[src/rtl/wic_pkg.sv]
package wic_pkg;
    localparam int BUS_W     = 32;
    localparam int WIN_W     = 5;
    localparam int WSEL_W    = 3;
    localparam int ADDR_W    = WIN_W + WSEL_W;
    localparam int MAX_WORDS = 1 << WSEL_W;

    typedef enum logic [WIN_W-1:0] {
        W_CTRL     = 5'd0,
        W_MASK_RD  = 5'd1,
        W_MASK_SET = 5'd2,
        W_MASK_CLR = 5'd3,
        W_SENS_RD  = 5'd4,
        W_SENS_SET = 5'd5,
        W_SENS_CLR = 5'd6,
        W_POL_RD   = 5'd7,
        W_POL_SET  = 5'd8,
        W_POL_CLR  = 5'd9,
        W_ACK      = 5'd10,
        W_STAT     = 5'd11
    } win_e;

    typedef struct packed {
        logic srst;
        logic edge_only;
        logic enable;
    } ctrl_t;

    typedef struct packed {
        win_e              win;
        logic [WSEL_W-1:0] word;
    } addr_t;

    function automatic int words_for(int lines);
        return (lines + BUS_W - 1) / BUS_W;
    endfunction
endpackage

[src/rtl/wic_sync.sv]
module wic_sync #(
    parameter int W = 8
) (
    input  logic         clk,
    input  logic         rst,
    input  logic [W-1:0] d,
    output logic [W-1:0] q
);
    logic [W-1:0] meta;

    always_ff @(posedge clk) begin
        if (rst) begin
            meta <= '0;
            q    <= '0;
        end else begin
            meta <= d;
            q    <= meta;
        end
    end
endmodule

[src/rtl/wic_regs.sv]
module wic_regs
    import wic_pkg::*;
#(
    parameter int N = 40
) (
    input  logic              clk,
    input  logic              rst,
    input  logic              wr_en,
    input  logic [ADDR_W-1:0] wr_addr,
    input  logic [BUS_W-1:0]  wr_data,
    output ctrl_t             ctrl,
    output logic [N-1:0]      mask,
    output logic [N-1:0]      sens,
    output logic [N-1:0]      pol,
    output logic [N-1:0]      ack
);
    localparam int WORDS = words_for(N);
    localparam int PADW  = WORDS * BUS_W;

    addr_t           wa;
    logic [PADW-1:0] spread;
    logic [N-1:0]    bits;

    assign wa = wr_addr;

    always_comb begin
        spread = '0;
        for (int w = 0; w < WORDS; w++) begin
            if (int'(wa.word) == w) spread[w*BUS_W +: BUS_W] = wr_data;
        end
    end
    assign bits = spread[N-1:0];

    function automatic logic hit(win_e x);
        return wr_en && (wa.win == x);
    endfunction

    assign ack = hit(W_ACK) ? bits : '0;

    always_ff @(posedge clk) begin
        if (rst) begin
            ctrl <= '0;
            mask <= '1;
            sens <= '0;
            pol  <= '1;
        end else begin
            if (ctrl.srst) begin
                ctrl.srst   <= 1'b0;
                ctrl.enable <= 1'b0;
                mask        <= '1;
            end else begin
                if (hit(W_CTRL))     ctrl <= ctrl_t'(wr_data[2:0]);
                if (hit(W_MASK_SET)) mask <= mask | bits;
                if (hit(W_MASK_CLR)) mask <= mask & ~bits;
            end
            if (hit(W_SENS_SET)) sens <= sens | bits;
            if (hit(W_SENS_CLR)) sens <= sens & ~bits;
            if (hit(W_POL_SET))  pol  <= pol | bits;
            if (hit(W_POL_CLR))  pol  <= pol & ~bits;
        end
    end
endmodule

[src/rtl/wic_capture.sv]
module wic_capture #(
    parameter int N = 40
) (
    input  logic         clk,
    input  logic         rst,
    input  logic [N-1:0] line,
    input  logic [N-1:0] pol,
    input  logic [N-1:0] sens,
    input  logic         edge_only,
    input  logic         enable,
    input  logic [N-1:0] ack,
    input  logic         srst,
    output logic [N-1:0] pending
);
    logic [N-1:0] eff, prev, rise, lvl, fire;

    assign eff  = line ^ ~pol;
    assign rise = eff & ~prev;
    assign lvl  = sens & ~{N{edge_only}};
    assign fire = (lvl & eff) | (~lvl & rise);

    always_ff @(posedge clk) begin
        if (rst) begin
            prev    <= '0;
            pending <= '0;
        end else begin
            prev <= eff;
            if (srst) pending <= '0;
            else      pending <= (pending | (enable ? fire : '0)) & ~ack;
        end
    end
endmodule

[src/rtl/wake_irq_capture.sv]
module wake_irq_capture
    import wic_pkg::*;
#(
    parameter int NUM_LINES = 40
) (
    input  logic                 clk,
    input  logic                 rst,
    input  logic [NUM_LINES-1:0] irq_in,
    input  logic                 wr_en,
    input  logic [7:0]           wr_addr,
    input  logic [31:0]          wr_data,
    input  logic                 rd_en,
    input  logic [7:0]           rd_addr,
    output logic [31:0]          rd_data,
    output logic                 wake
);
    localparam int WORDS = words_for(NUM_LINES);
    localparam int PADW  = WORDS * BUS_W;

    ctrl_t                ctrl_q;
    logic [NUM_LINES-1:0] mask_q, sens_q, pol_q, ack_vec, line_s, pending;
    logic [PADW-1:0]      mask_p, sens_p, pol_p, pend_p;
    addr_t                ra;
    logic [BUS_W-1:0]     rd_word;

    wic_sync #(.W(NUM_LINES)) u_sync (
        .clk(clk), .rst(rst), .d(irq_in), .q(line_s)
    );

    wic_regs #(.N(NUM_LINES)) u_regs (
        .clk(clk), .rst(rst), .wr_en(wr_en), .wr_addr(wr_addr),
        .wr_data(wr_data), .ctrl(ctrl_q), .mask(mask_q), .sens(sens_q),
        .pol(pol_q), .ack(ack_vec)
    );

    wic_capture #(.N(NUM_LINES)) u_cap (
        .clk(clk), .rst(rst), .line(line_s), .pol(pol_q), .sens(sens_q),
        .edge_only(ctrl_q.edge_only), .enable(ctrl_q.enable), .ack(ack_vec),
        .srst(ctrl_q.srst), .pending(pending)
    );

    assign wake = |(pending & ~mask_q);

    assign mask_p = PADW'(mask_q);
    assign sens_p = PADW'(sens_q);
    assign pol_p  = PADW'(pol_q);
    assign pend_p = PADW'(pending);
    assign ra     = rd_addr;

    function automatic logic [BUS_W-1:0] pick(logic [PADW-1:0] v, logic [WSEL_W-1:0] w);
        logic [BUS_W-1:0] r;
        r = '0;
        for (int i = 0; i < WORDS; i++) begin
            if (int'(w) == i) r = v[i*BUS_W +: BUS_W];
        end
        return r;
    endfunction

    always_comb begin
        rd_word = '0;
        case (ra.win)
            W_CTRL:    if (ra.word == '0) rd_word = {{(BUS_W-3){1'b0}}, ctrl_q};
            W_MASK_RD: rd_word = pick(mask_p, ra.word);
            W_SENS_RD: rd_word = pick(sens_p, ra.word);
            W_POL_RD:  rd_word = pick(pol_p, ra.word);
            W_STAT:    rd_word = pick(pend_p, ra.word);
            default:   rd_word = '0;
        endcase
    end

    always_ff @(posedge clk) begin
        if (rst)        rd_data <= '0;
        else if (rd_en) rd_data <= rd_word;
    end
endmodule

[config.mk]
export PLATFORM = sky130hd
export DESIGN_NAME = wake_irq_capture
export DESIGN_NICKNAME = d
export VERILOG_FILES = /design/src/rtl/wic_pkg.sv /design/src/rtl/wic_sync.sv /design/src/rtl/wic_regs.sv /design/src/rtl/wic_capture.sv /design/src/rtl/wake_irq_capture.sv
export SDC_FILE = /design/constraint.sdc
export NUM_CORES = 1
export LEC_CHECK = 0
export BUFFER_PORTS_ARGS = -buffer_cell sky130_fd_sc_hd__buf_2
export CAP_MARGIN = 40
export CORE_MARGIN = 4
export CORE_UTILIZATION = 28
export DETAILED_ROUTE_END_ITERATION = 8
export GPL_ROUTABILITY_DRIVEN = 0
export GPL_TIMING_DRIVEN = 0
export PLACE_DENSITY = 0.46
export REMOVE_ABC_BUFFERS = 1
export SETUP_SLACK_MARGIN = 0.3
export SYNTH_ARGS = -nofsm -noshare
export SYNTH_HDL_FRONTEND = slang
export SYNTH_HIERARCHICAL = 1
export SYNTH_SLANG_ARGS = --single-unit
[constraint.sdc]
create_clock -name clk -period 2.66 [get_ports clk]
set_input_delay 0.266 -clock clk [delete_from_list [all_inputs] [get_ports clk]]
set_output_delay 0.266 -clock clk [all_outputs]
set_load 0.01 [all_outputs]
# --- Word level (Yosys, flattened, before mapping) ---
# Index checks and enable logic that the tools add are counted.
totals:
  out_inout_bits: 33
  inputBits: 92
  register_bits: 315
  word_cells: 88
classes:
  n_mux: 20
  n_reduce_logical: 20
  n_bitwise: 24
  n_eq_ne: 13
ops:
  columns: ["op", "n"]
  rows:
  - ["AND 40 bit", 9]
  - ["two-way mux 40 bit", 8]
  - ["two-way mux 32 bit", 9]
  - ["inverter 40 bit", 7]
  - ["bitwise OR 40 bit", 5]
  - ["case mux 32 bit (5 select lines)", 1]
  - ["OR reduction 40 bit", 1]
  - ["XOR 40 bit", 1]
  - ["equality test 5 x 3 -> 1 bit, second input constant", 4]
  - ["equality test 5 x 4 -> 1 bit, second input constant", 4]
  - ["equality test 5 x 2 -> 1 bit, second input constant", 2]
  - ["logical NOT 5 bit", 2]
  - ["logical NOT 3 bit", 3]
  - ["logical AND 1 bit", 8]
  - ["two-way mux 8 bit", 1]
  - ["equality test 3 x 2 -> 1 bit, second input constant", 2]
  - ["nonzero test 2 bit", 3]
  - ["equality test 5 x 1 -> 1 bit, second input constant", 1]
  - ["two-way mux 3 bit", 1]
  - ["OR reduction 3 bit", 1]
  - ["inverter 1 bit", 2]
  - ["AND reduction 2 bit", 1]
  - ["OR reduction 2 bit", 1]

# --- Longest topological paths before layout ---
depth:
  depth_word: 8
  mapped_depth: 8

# --- Modules after synthesis ---
# The synthesis kept the hierarchy.
modules_own_cells:
  columns: ["mod", "area_each_um2", "seq_area_each_um2", "cells_per_inst", "instances"]
  rows:
  - ["wic_regs", 5672.9, 2462.4, 612, 1]
  - ["wic_capture", 3208.1, 1601.5, 339, 1]
  - ["wake_irq_capture", 2822.7, 640.6, 358, 1]
  - ["wic_sync", 2142.1, 1601.5, 168, 1]

# --- Least setup slack after synthesis ---
# No wires, ideal clock.
synth_timing:
  path_kind: "input port to flip-flop"
  start: "in rd_addr[0]"
  end: "reg rd_data[2]"
  setup_ps: 146
  path_slack_ps: 1217
  arrival_ps: 1297
  required_ps: 2514
  path_stages: 5
  path_buffers: 2
  cell_sequence: "buf_4 -> buf_2 -> mux2_2 -> a32oi_1 -> a311oi_2"
synth_between:
  elab_chain_cells: 4
  elab_cells_between_ends: 13
  cone_classes: "eq/ne (1); mux (10); reduce/logical (2)"
synth_lines:
  columns: ["element", "line_no", "rtl"]
  rows:
  - ["start, declared", "wake_irq_capture.sv:13", "input logic [7:0] rd_addr,"]
  - ["logical NOT 3 bit", "wake_irq_capture.sv:54", "if (int'(w) == i) r = v[i*BUS_W +: BUS_W];"]
  - ["two-way mux 32 bit (2 in series)", "wake_irq_capture.sv:54", null]
  - ["case mux 32 bit (5 select lines) *", "wake_irq_capture.sv:61", "case (ra.win)"]
  - ["end signal, assigned", "wake_irq_capture.sv:73", "else if (rd_en) rd_data <= rd_word;"]
  - ["end, declared", "wake_irq_capture.sv:14", "output logic [31:0] rd_data,"]
# Every way passes the cells marked *; elsewhere a longest branch is shown, timed or not.
# A chain may end at the register's enable or synchronous reset.

==> flow_metrics.tcl <==
set metrics [dict create \
    cap_violations 0 \
    hp-start "wr_data[29]" \
    timing.rr.start "u_regs/ctrl[2]$_SDFF_PP0_" \
    slew_headroom_pct 41.4 \
    endpoint "wake" \
    worstRegToRegCells 4 \
    dpl_cell_area_mm2 0.0155 \
    synthArstFlopShare_pct 0 \
    worstSetupPathType "reg -> out" \
    n_fill_cell 4923 \
    vias 11800 \
    cp-start-kind "flip-flop" \
    synth_warnings 6 \
    seqPwrFrac_pct 44.6 \
    multi_input_area_mm2 0.00696 \
    boundaryPins 125 \
    grt-ovfl-total 0 \
    final_antenna_net_count 0 \
    fp.dieH_um 230 \
    place_ws_ns -0.132 \
    hpwl_mm 31.4 \
    coreArea_mm2 0.0490 \
    routed_wirelength_mm 48.4 \
    drc 0 \
    seq_area_frac_synth_pct 45.5 \
    avgSynthCellArea_um2 9.37 \
    net-switching-power_mw 2.62 \
    status "completed" \
    vias_per_cell 5.12 \
    cts_sinks 315 \
    synth_flop_cell "dfxtp_1" \
    first_pass_iters 5 \
    period_needed_ns 2.31 \
    sw_frac_of_total_pct 24.2 \
    drive_gt1_share_pct 18.0 \
    timing.final.crit_share_pct 87.0 \
    rsz0062_at_grt "yes" \
    die_w_um 230 \
    static-leakage-power_nw 6.56 \
    antenna_found_initial 1 \
    max_clock_freq_mhz 432 \
    max_stage_delay_ns 0.38 \
    internal_power_mw 8.21 \
    postSynthCellCount 1477 \
    cts_buffer_depth 3 \
    die_area_mm2 0.0531 \
    hold_violations 0 \
    ff2ff_setup_slack_ns 0.87 \
    ys_ff_latch 315 \
    p_clk_share_pct 47.4 \
    area_growth_pct 26.7 \
    cts_buffers 39 \
    portBuffers 124 \
    grt_usage_pct 17.8 \
    clk_latency_ns 0.54 \
    wl_per_cell_um 21.0 \
    path_clk_slew_ns 0.06 \
    worst_setup_path_end_kind "output port" \
    ys_types 57 \
    cp_cell_sequence "nand2b_4 > o2111ai_4 > nor4_4 > nand4_1 > buf_2" \
    slew_viol_final 0 \
    final_area_mm2 0.0175 \
    drtIter0Drc 911 \
    fin_ws_ns 0.346 \
    h-tree-depth 2 \
    power_frac_comb_pct 8.0 \
    vdd_ir_drop_max_uv 325 \
    nets 1705 \
    netlist_area_mm2 0.0138 \
    critPathSlowestCell "nor4_4" \
    grt_max_degree 114 \
    holdCritPathClass "in -> reg" \
    clockRootBuffer "clkbuf_16" \
    rows 81 \
    fin_skew_ns 0.00737 \
    synth_edf_count 0 \
    critPathRequiredTime_ns 2.39 \
    start_util_pct 28.3 \
    crit_fanout 3 \
    cts_tree "yes" \
    worstPathArrival_ns 2.05 \
    grt_pass1_vias 11800 \
    grt_pass1_wl_mm 74.1 \
    register_area_mm2 0.00631 \
    setup_viol 0 \
    powerDensity_mw_per_mm2 618 \
    tightest_slew_ns 0.878 \
]
## area by class of cell
type,count,area share [%]
Antenna cell,2,0.0285
Clock buffer,61,6.62
Clock inverter,7,0.357
Inverter,32,0.685
Multi-Input combinational cell,995,39.7
Sequential cell,315,36.0
Tap cell,664,4.74
Timing Repair Buffer,230,11.9
## placed cells by master, fill, tap and decap left out, drive strengths merged, types with 19 or more instances in the layout
| cell type | n |
|---|---|
| a211oi | 56 |
| a22o | 25 |
| a311oi | 43 |
| a31oi | 19 |
| a41oi | 40 |
| buf | 166 |
| clkbuf | 61 |
| dfxtp | 315 |
| dlygate4sd3 | 64 |
| inv | 32 |
| mux2i | 80 |
| nand2 | 29 |
| nand2b | 56 |
| nand3 | 97 |
| nand4 | 60 |
| nor2 | 177 |
| nor2b | 99 |
| o2111ai | 22 |
| o21a | 40 |
| xor2 | 42 |
## per-stage QoR
step | total power, mW | util [%] | instances | hold slack, ns | setup TNS (ns)
6_report | 10.8 | 35.8 | 2306 | 0.0285 | 0
5_1_grt | 11.2 | 35.8 | 2304 | 0.0200 | 0
4_1_cts | 11.0 | 35.7 | 2303 | 0.00253 | 0
2_1_floorplan | 5.21 | - | 1342 | 0.338 | -92.79
3_3_place_gp | 5.60 | 29.9 | 2130 | 0.425 | -862.77
3_5_place_dp | 5.72 | 31.7 | 2171 | 0.420 | -2.48
## what timing repair did
| item | in CTS | in global routing |
|---|---|---|
| endpoints found under the hold margin | 64 | 0 |
| gates resized for setup | 13 | 10 |
| endpoints found under the setup margin | 1 | 18 |
| hold buffers | 64 | 0 |
| pin swaps | 2 | 3 |
| buffers inserted | 0 | 1 |
## worst max-delay path: cells and delay by family (launching register included)
| kind | cells | cell delay [ns] |
|---|---|---|
| flip-flops | 1 | 0.35 |
| AO/OA/AOI/OAI | 1 | 0.15 |
| AND/OR/NAND/NOR | 3 | 0.79 |
| buffers and inverters | 1 | 0.21 |
## cell usage after synthesis, types with 2 or more instances
master	n	area, µm²
dfxtp_1	315	6310
nor2_1	177	664
nor2b_1	99	619
nand3_1	97	485
mux2i_1	80	801
clkbuf_1	66	248
nand4_1	60	375
a211oi_1	56	420
nand2b_1	56	350
buf_2	45	225
a311oi_1	42	368
xor2_1	42	368
a41oi_1	40	350
o21a_1	40	300
inv_1	32	120
nand2_1	27	101
a22o_1	25	219
o2111ai_1	22	193
a31oi_1	19	119
mux2_2	15	169
and3_1	13	81.3
buf_6	12	135
o22ai_1	12	75.1
and4bb_2	9	113
buf_1	9	33.8
nor4b_2	6	90.1
o21ai_0	6	30.0
nor4_1	5	31.3
and2_1	4	25.0
o21ai_1	4	20.0
buf_4	3	22.5
o21bai_1	3	22.5
o311a_1	3	30.0
or2_2	3	18.8
a22oi_1	2	15.0
and3b_1	2	17.5
nand2_2	2	12.5
nor3_4	2	32.5
nor4b_4	2	47.6
o221a_1	2	22.5
or3_1	2	12.5
## layer usage
| metal | global-route usage, % | share of wire [%] |
|---|---|---|
| met1 | 24.4 | 46 |
| met2 | 29.4 | 47 |
| met3 | 2.65 | 5.2 |
| met4 | 4.71 | 2.0 |
| met5 | 0 | 0.027 |
## power groups by stage
stage	logic, mW	registers (mW)	clock network (mW)
after floorplan	0.287	4.92	0
after global placement	0.665	4.94	0
after detailed placement	0.787	4.94	0
after CTS	0.867	4.83	5.28
after global routing	0.927	4.84	5.47
final	0.864	4.83	5.14
## cell families (layout without fill, tap and decap cells)
| kind of cell | after synthesis | count (layout) | synth area share (%) |
|---|---|---|---|
| AOI/OAI and AO/OA | 283 | 283 | 16.3 |
| xor gates and xnor gates | 42 | 42 | 2.66 |
| buffers and inverters | 167 | 330 | 5.67 |
| DFF | 315 | 315 | 45.5 |
| muxes | 95 | 95 | 7.00 |
| other | 0 | 2 | 0 |
| and+or+nand+nor | 575 | 575 | 22.9 |
## how the worst min path moves through the flow
stage                                      to  slack (ns)  cells after the start
floorplan           u_sync/meta[0]$_SDFF_PP0_        0.34                      1
global placement       u_sync/q[9]$_SDFF_PP0_        0.42                      1
detailed placement    u_sync/q[14]$_SDFF_PP0_        0.42                      1
CTS                                 flip-flop       0.003                      2
global route                        flip-flop        0.02                      2
finish                              flip-flop        0.03                      2
Note: power is estimated with default switching activity, not from simulation.
